[src/rtl/pulse_link_pkg.sv]
package pulse_link_pkg;
   typedef struct packed {
      logic set;
      logic clr;
   } plink_pulse_t;
endpackage

[src/rtl/plink_sync.sv]
module plink_sync #(
   parameter int STAGES = 2
) (
   input  logic clk,
   input  logic rst_n,
   input  logic d,
   output logic q
);
   logic [STAGES-1:0] ff_q;

   always_ff @(posedge clk) begin
      if (!rst_n) ff_q <= '0;
      else        ff_q <= {ff_q[STAGES-2:0], d};
   end

   assign q = ff_q[STAGES-1];
endmodule

[src/rtl/plink_tx.sv]
module plink_tx
   import pulse_link_pkg::*;
#(
   parameter int REFRESH_CYCLES = 100,
   parameter int SYNC_STAGES    = 2
) (
   input  logic         clk,
   input  logic         rst_n,
   input  logic         din,
   output plink_pulse_t pulse_o
);
   localparam int CW = $clog2(REFRESH_CYCLES);
   localparam logic [CW-1:0] CNT_LAST = CW'(REFRESH_CYCLES - 1);
   localparam int WW = $clog2(SYNC_STAGES + 1);
   localparam logic [WW-1:0] WARM_DONE = WW'(SYNC_STAGES);

   logic          lvl;
   logic          prev_q;
   logic          started_q;
   logic [WW-1:0] warm_q;
   logic [CW-1:0] cnt_q;
   plink_pulse_t  pulse_q;
   logic          is_edge, is_init, is_refresh, fire;

   plink_sync #(.STAGES(SYNC_STAGES)) u_sync (
      .clk  (clk),
      .rst_n(rst_n),
      .d    (din),
      .q    (lvl)
   );

   always_comb begin
      is_edge    = started_q && (lvl != prev_q);
      is_init    = !started_q && (warm_q == WARM_DONE);
      is_refresh = started_q && (cnt_q == CNT_LAST);
      fire       = is_edge || is_init || is_refresh;
   end

   always_ff @(posedge clk) begin
      if (!rst_n) begin
         prev_q    <= 1'b0;
         started_q <= 1'b0;
         warm_q    <= '0;
         cnt_q     <= '0;
         pulse_q   <= '0;
      end else begin
         prev_q <= lvl;
         if (!started_q && warm_q != WARM_DONE) warm_q <= warm_q + 1'b1;
         if (is_init) started_q <= 1'b1;
         pulse_q.set <= fire && lvl;
         pulse_q.clr <= fire && !lvl;
         if (fire)           cnt_q <= '0;
         else if (started_q) cnt_q <= cnt_q + 1'b1;
      end
   end

   assign pulse_o = pulse_q;
endmodule

[src/rtl/plink_rx.sv]
module plink_rx
   import pulse_link_pkg::*;
#(
   parameter int   WDOG_CYCLES   = 250,
   parameter logic DEFAULT_LEVEL = 1'b0
) (
   input  logic         clk,
   input  logic         rst_n,
   input  plink_pulse_t pulse_i,
   output logic         dout,
   output logic         link_fault,
   output logic         collision
);
   localparam int CW = $clog2(WDOG_CYCLES);
   localparam logic [CW-1:0] WD_LAST = CW'(WDOG_CYCLES - 1);

   logic [CW-1:0] wd_q;
   logic          out_q, fault_q, coll_q;
   logic          got, expire;

   always_comb begin
      got    = pulse_i.set || pulse_i.clr;
      expire = !got && (wd_q == WD_LAST);
   end

   always_ff @(posedge clk) begin
      if (!rst_n) begin
         out_q   <= DEFAULT_LEVEL;
         fault_q <= 1'b1;
         coll_q  <= 1'b0;
         wd_q    <= '0;
      end else begin
         if (pulse_i.clr)      out_q <= 1'b0;
         else if (pulse_i.set) out_q <= 1'b1;
         else if (expire)      out_q <= DEFAULT_LEVEL;

         if (got)         fault_q <= 1'b0;
         else if (expire) fault_q <= 1'b1;

         coll_q <= coll_q | (pulse_i.set & pulse_i.clr);

         if (got)                 wd_q <= '0;
         else if (wd_q != WD_LAST) wd_q <= wd_q + 1'b1;
      end
   end

   assign dout       = out_q;
   assign link_fault = fault_q;
   assign collision  = coll_q;
endmodule

[src/rtl/plink_top.sv]
module plink_top
   import pulse_link_pkg::*;
#(
   parameter int   REFRESH_CYCLES = 100,
   parameter int   WDOG_CYCLES    = 250,
   parameter int   SYNC_STAGES    = 2,
   parameter logic DEFAULT_LEVEL  = 1'b0
) (
   input  logic clk,
   input  logic rst_n,
   input  logic din,
   output logic tx_set,
   output logic tx_rst,
   input  logic rx_set,
   input  logic rx_rst,
   output logic dout,
   output logic link_fault,
   output logic collision
);
   localparam int SEND_LATENCY = SYNC_STAGES + 1;

   if (SYNC_STAGES < 2) begin : g_bad_sync
      $error("plink_top: SYNC_STAGES must be at least 2");
   end
   if (REFRESH_CYCLES < 4) begin : g_bad_refresh
      $error("plink_top: REFRESH_CYCLES must be at least 4");
   end
   if (WDOG_CYCLES <= REFRESH_CYCLES + SEND_LATENCY) begin : g_bad_wdog
      $error("plink_top: WDOG_CYCLES must exceed REFRESH_CYCLES plus send latency");
   end

   plink_pulse_t tx_p, rx_p;

   plink_tx #(
      .REFRESH_CYCLES(REFRESH_CYCLES),
      .SYNC_STAGES   (SYNC_STAGES)
   ) u_tx (
      .clk    (clk),
      .rst_n  (rst_n),
      .din    (din),
      .pulse_o(tx_p)
   );

   assign tx_set   = tx_p.set;
   assign tx_rst   = tx_p.clr;
   assign rx_p.set = rx_set;
   assign rx_p.clr = rx_rst;

   plink_rx #(
      .WDOG_CYCLES  (WDOG_CYCLES),
      .DEFAULT_LEVEL(DEFAULT_LEVEL)
   ) u_rx (
      .clk       (clk),
      .rst_n     (rst_n),
      .pulse_i   (rx_p),
      .dout      (dout),
      .link_fault(link_fault),
      .collision (collision)
   );
endmodule

[config.mk]
export PLATFORM = sky130hd
export DESIGN_NAME = plink_top
export DESIGN_NICKNAME = d
export VERILOG_FILES = /design/src/rtl/pulse_link_pkg.sv /design/src/rtl/plink_sync.sv /design/src/rtl/plink_tx.sv /design/src/rtl/plink_rx.sv /design/src/rtl/plink_top.sv
export SDC_FILE = /design/constraint.sdc
export NUM_CORES = 1
export LEC_CHECK = 0
export BUFFER_PORTS_ARGS = -buffer_cell sky130_fd_sc_hd__buf_4
export CAP_MARGIN = 20
export CORE_ASPECT_RATIO = 0.9
export CORE_MARGIN = 2
export CORE_UTILIZATION = 40
export CTS_BUF_LIST = sky130_fd_sc_hd__clkbuf_16
export CTS_CLUSTER_DIAMETER = 150
export DETAILED_ROUTE_END_ITERATION = 8
export PLACE_DENSITY_LB_ADDON = 0.08
export SKIP_CTS_REPAIR_TIMING = 1
export SYNTH_ARGS = -nofsm -noshare
export SYNTH_HDL_FRONTEND = slang
export SYNTH_SLANG_ARGS = --single-unit
[constraint.sdc]
create_clock -name clk -period 1.4 [get_ports clk]
set_input_delay 0.14 -clock clk [delete_from_list [all_inputs] [get_ports clk]]
set_output_delay 0.14 -clock clk [all_outputs]
set_load 0.02 [all_outputs]
==> results of run 1 <==
## stage by stage
step,hold WS [ps],instance area (µm²),instances
6_report,69.8,1350,160
5_1_grt,66.5,1350,160
4_1_cts,69.6,1320,157
3_5_place_dp,343,1240,154
3_3_place_gp,325,1240,154
2_1_floorplan,213,1080,111
## critical path, cell delays in order, from the launching register on
cell and delay, ps:
dfxtp_1 310, or4b_4 570, o211ai_4 260, a221oi_1 120
## kinds of logic after synthesis
| family | count (synthesis) |
|---|---|
| simple gates | 38 |
| flops | 26 |
| compound gates | 25 |
| xor+xnor | 9 |
| buf+inv | 8 |
| fa+ha+maj | 4 |
| mux | 1 |
## path summary, 6_finish.rpt
check / startpoint / depth (start not counted) / to
min: rx_rst / 2 / u_rx.dout
max reg2reg: u_tx.cnt_q[2] / 3 / u_tx.cnt_q[5]
min reg2reg: u_tx.u_sync.ff_q[0] / 1 / u_tx.u_sync.ff_q[1]
max: u_tx.cnt_q[2] / 3 / u_tx.cnt_q[5]
## per-layer routing
metal	up-vias	GRT usage	part of all wire
met1	415	0.215	0.49
li1	445	-	-
met5	-	0	0
met3	2	0.0562	0.041
met4	0	0.0227	0.0051
met2	13	0.254	0.46
## report_power, final
part | leakage, nW | switching [mW] | internal, mW | total, mW
Clock | 0.0370 | 0.229 | 0.377 | 0.606
Sequential | 0.212 | 0.0359 | 0.805 | 0.841
Combinational | 0.253 | 0.202 | 0.200 | 0.403
## layout make-up
class	count	area [µm²]
fill	240	1160
sequential	26	522
timing repair buffer	21	158
inverter	4	15.0
clock buffer	3	75.1
multi-input combinational	78	547
tap	28	35.0
## layout by cell type (no fill, tap or decap), drive strengths merged, types with 5 or more instances in the layout
cell / n
a21oi: 5
or3: 7
a211oi: 7
buf: 21
xor2: 5
dfxtp: 26
o21ai: 6
nand2: 6
nor2: 6
## flip-flops by register name, indices dropped and copies added, names as in the netlist
| name | cells |
|---|---|
| u_tx.prev_q | 1 |
| u_tx.cnt_q | 7 |
| u_rx.dout | 1 |
| u_tx.started_q | 1 |
| u_rx.collision | 1 |
| u_tx.warm_q | 2 |
| u_tx.pulse_o | 2 |
| u_tx.u_sync.ff_q | 2 |
| u_rx.link_fault | 1 |
| u_rx.wd_q | 8 |
==> metrics.yaml, run 1 <==
logic_synthesis:
  synth_compound_area_frac: 0.163
  ys_seq_elements: 26
  avgSynthCellArea_um2: 9.73
  synth_top_family_by_area: "simple AND/OR/NAND/NOR gates"
  synth_top_area_frac: 0.482
  synth_xor_xnor_area_share: 0.0730
  yosysMostFrequentCell: "dfxtp_1"
  yosys.area_share.adder: 0.0463
  yosys.area_share.simple: 0.196
  netlist_area_um2: 1080
  synth_seq_area_share: 0.482
  synth_nets: 120
  synth_edf_count: 0
  synthTopCellsByArea: "dfxtp_1, a211oi_1, ha_1"
  yosys.area.top_type: "dfxtp_1"
  synth-main-ff-cell: "dfxtp_1"
  ys_async_sr_fraction: 0
  yosysUniqueCellTypes: 28
  synth.mux.area_fraction: 0.00927
  synthCells: 111
  ys.warnings.count: 0
  ys_top_cells_by_count: "dfxtp_1, a211oi_1, or3_1"
setup_path:
  r2r_slack_ps: 20
  crit_required_ps: 1530
  crit_fanout: 5
  cp-start-kind: "flop"
  arrival_ps: 1510
  path_class: "flop to flop"
  end_kind: "flop"
cts:
  clockRootBuffer: "clkbuf_16"
  cts.path.max_buffers: 2
  numCtsBuffers: 3
  htree_levels: 1
  cts_tree: "yes"
  numClockSinks: 26
  clkTransAtPathRegs_ps: 60
  insertion_delay_ps: 250
global_routing:
  antenna_found_initial: 0
  grt_use_total: 0.161
  grt_start_max_net_pins: 14
  grt_pass1_wl_um: 3750
  grt_pass1_vias: 832
  grt_overflow: 0
timing:
  setup_violations: 0
  fin_ws_ps: 22.9
  worst_slew_pin_slew_ps: 426
  post-route-min-period_ps: 1380
  tns_ps: 0
  maxSlewViolCount: 0
  relSlewSlack: 0.714
  hold_viol_final: 0
  rsz0062_at_grt: "yes"
  skew_ps: 2.24
  finalCritPeriodShare: 0.984
  max_freq_mhz: 726
route:
  drtIter0Drc: 10
  vias: 875
  vias_per_cell: 5.47
  antenna_left: 0
  wirelength_um: 2150
  firstDrtPassIters: 3
  routedWlPerCell_um: 13.5
  drc_errors: 0
power:
  power_leakage_nw: 0.502
  peakVddDrop_mv: 0.877
  powerDensity_nw_per_um2: 1370
  power_mw: 1.85
place:
  portBuffers: 9
  dpl.hpwl_um: 1550
  dp_slack_ps: -0.622
  gp_congestion: 0.789
finish:
  drive_above_1_share: 0.235
  area_growth_pct: 25.1
  nNetsFinal: 143
  diodes: 0
  fin_util: 0.538
die:
  die_w_um: 58.8
  rows: 17
  io_pins: 10
  start_util: 0.430
  fp.dieH_um: 53.3
  fp.coreArea_um2: 2510
  die-area_um2: 3130
flow_run:
  drv_cap: 0
status:
  outcome: "finished clean"
hold_path:
  holdCritPathClass: "input pin to flop"
Note: power is estimated with default switching activity, not from simulation.
==> run 2: changes to the inputs <==
==> constraint.sdc (replaced) <==
create_clock -name clk -period 1.1 [get_ports clk]
set_input_delay 0.11 -clock clk [delete_from_list [all_inputs] [get_ports clk]]
set_output_delay 0.11 -clock clk [all_outputs]
set_load 0.02 [all_outputs]
==> metrics.yaml, run 2 (same netlist as run 1, synthesis figures left out) <==
power:
  power_mw: 2.65  # +43%
  power_leakage_nw: 0.624  # +24%
  peakVddDrop_mv: 1.03  # +17%
  powerDensity_nw_per_um2: 1650  # +20%
finish:
  mostFrequentLayoutCell: "buf_4"
  reg.largest.list: "u_rx.wd_q x8, u_tx.cnt_q x7"
  nNetsFinal: 161  # +13%
  largest_register_ffs: 8  # unchanged
  area_growth_pct: 48.8
  mostFrequentLayoutCells: "buf_4, dfxtp_1, or3_1, a211oi_1"
  fillCellCount: 219  # -8.8%
  drive_above_1_share: 0.470  # +0.235
  diodes: 0  # unchanged
  regMostFlops: "u_rx.wd_q"
route:
  drtIter0Drc: 9  # -1
  vias: 963  # +10%
  firstDrtPassIters: 4  # +1
  drc_errors: 0  # unchanged
  antenna_left: 0  # unchanged
  wirelength_um: 2390  # +11%
  routedWlPerCell_um: 13.3  # -0.82%
  vias_per_cell: 5.38  # -1.6%
setup_path:
  arrival_ps: 1600  # +90 ps
  end_kind: "flop"
  crit_fanout: 5  # unchanged
  r2r_slack_ps: -290  # -320 ps
  crit_required_ps: 1300  # -230 ps
  cp-start-kind: "flop"
  path_class: "flop to flop"
timing:
  setup_violations: 17  # +17
  worst_slew_pin_slew_ps: 412  # -13.9 ps
  tns_ps: -2960  # -2960 ps
  rsz0062_at_grt: "yes"
  hold_viol_final: 0  # unchanged
  maxSlewViolCount: 0  # unchanged
  finalCritPeriodShare: 1.27  # +0.282
  skew_ps: 1.74  # -0.502 ps
  fin_ws_ps: -293  # -315 ps
  post-route-min-period_ps: 1390  # +15.4 ps
  max_freq_mhz: 718  # -1.1%
  relSlewSlack: 0.723  # +0.00930
die:
  io_pins: 10  # unchanged
  die_w_um: 58.8  # unchanged
  start_util: 0.430  # unchanged
  fp.coreArea_um2: 2510  # unchanged
  rows: 17  # unchanged
  fp.dieH_um: 53.3  # unchanged
  die-area_um2: 3130  # unchanged
place:
  portBuffers: 9  # unchanged
  dpl.hpwl_um: 1630  # +5.4%
  gp_congestion: 0.754  # -4.4%
global_routing:
  grt_pass1_vias: 909  # +9.3%
  antenna_found_initial: 0  # unchanged
  grt_overflow: 0  # unchanged
  grt_use_total: 0.169  # +0.00837
  grt_start_max_net_pins: 15  # +1
  grt_pass1_wl_um: 3930  # +4.8%
flow_run:
  drv_cap: 0  # unchanged
cts:
  clockRootBuffer: "clkbuf_16"
  htree_levels: 1  # unchanged
  insertion_delay_ps: 260  # about the same
  clkTransAtPathRegs_ps: 60  # about the same
  numClockSinks: 26  # unchanged
  cts_tree: "yes"
  numCtsBuffers: 3  # unchanged
  cts.path.max_buffers: 2  # unchanged
hold_path:
  holdCritPathClass: "input pin to flop"
status:
  violations: "setup timing"
  outcome: "finished with violations"
==> run 2: worst paths after layout <==
| kind | startpoint | end | cells after the start |
|---|---|---|---|
| worst min-delay path | rx_rst | u_rx.dout | 2 |
| worst max register to register | u_tx.cnt_q[2] | u_tx.pulse_o[1] | 3 |
| worst max-delay path | u_tx.cnt_q[2] | u_tx.pulse_o[1] | 3 |
| worst min register to register | u_tx.u_sync.ff_q[0] | u_tx.u_sync.ff_q[1] | 1 |
==> run 2: metrics by stage <==
step                instance area (µm²)  instances  hold slack (ps)   util  worst slack (ps)
floorplan                          1120        111              183      -              -249
finish                             1610        179             31.9  0.640              -293
global route                       1610        179             27.2  0.640              -351
CTS                                1480        175             26.6  0.590              -318
global placement                   1400        171              297  0.559              -282
detailed placement                 1400        171              300  0.559              -306
==> run 2: per-layer routing <==
layer | GRT usage | part of all wire | vias up
met2 | 0.287 | 0.47 | 20
met4 | 0.0227 | 0.0033 | 0
met3 | 0.0611 | 0.043 | 2
li1 | - | - | 484
met1 | 0.209 | 0.48 | 457
met5 | 0 | 0 | -
==> run 2: layout make-up <==
| type | instances | area, µm² | area share |
|---|---|---|---|
| well taps | 28 | 35.0 | 0.0218 |
| clock inverters | 1 | 3.75 | 0.00234 |
| multi-input cells | 78 | 641 | 0.399 |
| flip-flops and latches | 26 | 534 | 0.333 |
| inverters | 4 | 17.5 | 0.0109 |
| clock buffers | 3 | 75.1 | 0.0467 |
| repair buffers | 39 | 300 | 0.187 |
==> run 2: worst max-delay path, cell delays in order, from the launching register on <==
cell      delay (ps)
dfxtp_2          320
or4b_4           560
o211ai_4         270
and3_1           190
==> run 2: report_power, final <==
| group | internal [mW] | total (mW) | switching (mW) | leakage, nW |
|---|---|---|---|---|
| logic | 0.414 | 0.742 | 0.328 | 0.370 |
| registers | 1.03 | 1.10 | 0.0690 | 0.215 |
| clock network | 0.486 | 0.806 | 0.319 | 0.0385 |
==> run 3: changes to the inputs <==
--- a/config.mk
+++ b/config.mk
@@ -14,6 +14,7 @@
 export CTS_CLUSTER_DIAMETER = 150
 export DETAILED_ROUTE_END_ITERATION = 8
 export PLACE_DENSITY_LB_ADDON = 0.08
+export SETUP_SLACK_MARGIN = 0.05
 export SKIP_CTS_REPAIR_TIMING = 1
 export SYNTH_ARGS = -nofsm -noshare
 export SYNTH_HDL_FRONTEND = slang
==> metrics.yaml, run 3 (same netlist as run 1, synthesis figures left out) <==
timing:
  maxSlewViolCount: 0  # unchanged
  rsz0062_at_grt: "yes"
  setup_violations: 17  # unchanged
  relSlewSlack: 0.709  # -0.0145
  skew_ps: 2.57  # +0.835 ps
  worst_slew_pin_slew_ps: 434  # +21.6 ps
  hold_viol_final: 0  # unchanged
  finalCritPeriodShare: 1.28  # +0.0106
  post-route-min-period_ps: 1400  # +11.7 ps
  fin_ws_ps: -304  # -11.7 ps
  max_freq_mhz: 712  # -0.83%
setup_path:
  cp-start-kind: "flop"
  path_class: "flop to flop"
  crit_required_ps: 1300  # about the same
  timing.critical_path.cells: "or4b_4 > o211ai_4 > and3b_1"
  crit_family: "simple AND/OR/NAND/NOR gates"
  rr_endpoint: "u_tx.pulse_o[0]"
  r2r_slack_ps: -300  # about the same
  crit_fanout: 5  # unchanged
  arrival_ps: 1610  # about the same
  end_kind: "flop"
  rr_startpoint: "u_tx.cnt_q[3]"
  max_stage_delay_ps: 570  # about the same
  path_buf_inv: 0  # unchanged
  cpMaxStageDelayCell: "or4b_4"
  r2r_cells: 3  # unchanged
finish:
  reg.largest.list: "u_rx.wd_q x8, u_tx.cnt_q x7"
  largest_register_ffs: 8  # unchanged
  drive_above_1_share: 0.529  # +0.0592
  area_growth_pct: 55.6
  fin_util: 0.669  # +0.0294
  regMostFlops: "u_rx.wd_q"
  diodes: 0  # unchanged
  nNetsFinal: 163  # +1.2%
  stdcell_area_um2: 1680  # +4.6%
  mostFrequentLayoutCells: "buf_4, dfxtp_1, dfxtp_2"
  mostFrequentLayoutCell: "buf_4"
power:
  powerDensity_nw_per_um2: 1620  # -1.7%
  power_leakage_nw: 0.644  # +3.2%
  peakVddDrop_mv: 1.20  # +16%
cts:
  cts_tree: "yes"
  insertion_delay_ps: 260  # about the same
  clkTransAtPathRegs_ps: 60  # about the same
  clockRootBuffer: "clkbuf_16"
  numClockSinks: 26  # unchanged
  htree_levels: 1  # unchanged
  numCtsBuffers: 3  # unchanged
  cts.path.max_buffers: 2  # unchanged
hold_path:
  holdCritPathClass: "input pin to flop"
  min_to: "u_rx.dout"
  hold_path.startpoint: "rx_rst"
  holdPathStages: 2  # unchanged
global_routing:
  antenna_found_initial: 0  # unchanged
  grt_use_total: 0.172  # +0.00328
  grt_start_max_net_pins: 15  # unchanged
  grt_pass1_wl_um: 3970  # +1.2%
  grt_pass1_vias: 924  # +1.7%
  grt_overflow: 0  # unchanged
route:
  vias_per_cell: 5.28  # -1.9%
  wirelength_um: 2470  # +3.5%
  firstDrtPassIters: 4  # unchanged
  antenna_left: 0  # unchanged
  drc_errors: 0  # unchanged
  vias: 955  # -0.83%
  drtIter0Drc: 13  # +4
  routedWlPerCell_um: 13.7  # +2.3%
die:
  fp.dieH_um: 53.3  # unchanged
  io_pins: 10  # unchanged
  fp.coreArea_um2: 2510  # unchanged
  start_util: 0.430  # unchanged
  die-area_um2: 3130  # unchanged
  rows: 17  # unchanged
  die_w_um: 58.8  # unchanged
place:
  portBuffers: 9  # unchanged
  gp_congestion: 0.759  # +0.61%
  post_dp_cell_area_um2: 1440  # +2.5%
  dpl.hpwl_um: 1720  # +5.1%
flow_run:
  drv_cap: 0  # unchanged
status:
  violations: "setup timing"
  outcome: "finished with violations"
## run 3: cell count changes in the layout (fill, tap and decap cells not counted), sizes merged
cell	change
buf	+2
## run 3: where the power goes
part	internal, mW	switching (mW)
registers	1.03	0.0664
clock network	0.486	0.318
logic	0.465	0.356
total	1.98	0.741
## run 3: worst register-to-register path, cell delays in order (launching register included)
cell,delay [ps]
dfxtp_1,310
or4b_4,570
o211ai_4,280
and3b_1,190
## run 3: how the worst max path moves through the flow
stage	from	end	slack [ps]	cells after the start
after floorplan	u_tx.cnt_q[2]	u_tx.cnt_q[5]	-250	3
after global placement	u_tx.cnt_q[2]	u_tx.cnt_q[6]	-280	3
after detailed placement	u_tx.cnt_q[2]	u_tx.cnt_q[6]	-320	3
after CTS	u_tx.cnt_q[2]	u_tx.cnt_q[6]	-330	3
after global routing	u_tx.cnt_q[3]	u_tx.cnt_q[0]	-350	3
final	u_tx.cnt_q[3]	u_tx.pulse_o[0]	-300	3
## run 3: metrics by stage
stage                     power, mW  cells  setup TNS, ps  setup WS (ps)  hold WS [ps]
after floorplan                1.51    111          -2150           -249           183
after global placement         1.71    172          -2710           -277           295
after detailed placement       1.73    172          -3150           -322           304
after CTS                      2.54    176          -3380           -330          27.4
after global routing           2.86    181          -3850           -346          26.6
final                          2.72    181          -2970           -304          27.5
## run 3: final cells by class
class                   instances  area, µm²
clock inverters                 1       3.75
fillers                       211        830
well taps                      28       35.0
clock buffers                   3       75.1
inverters                       4       17.5
multi-input cells              78        683
flip-flops and latches         26        539
repair buffers                 41        327
## run 3: layer usage
| layer | GRT usage | wire (µm) | vias to the layer above |
|---|---|---|---|
| met1 | 0.211 | 1150 | 446 |
| met5 | 0 | 0 | - |
| met2 | 0.293 | 1210 | 16 |
| met3 | 0.0513 | 93 | 2 |
| met4 | 0.0455 | 21 | 0 |
| li1 | - | - | 491 |
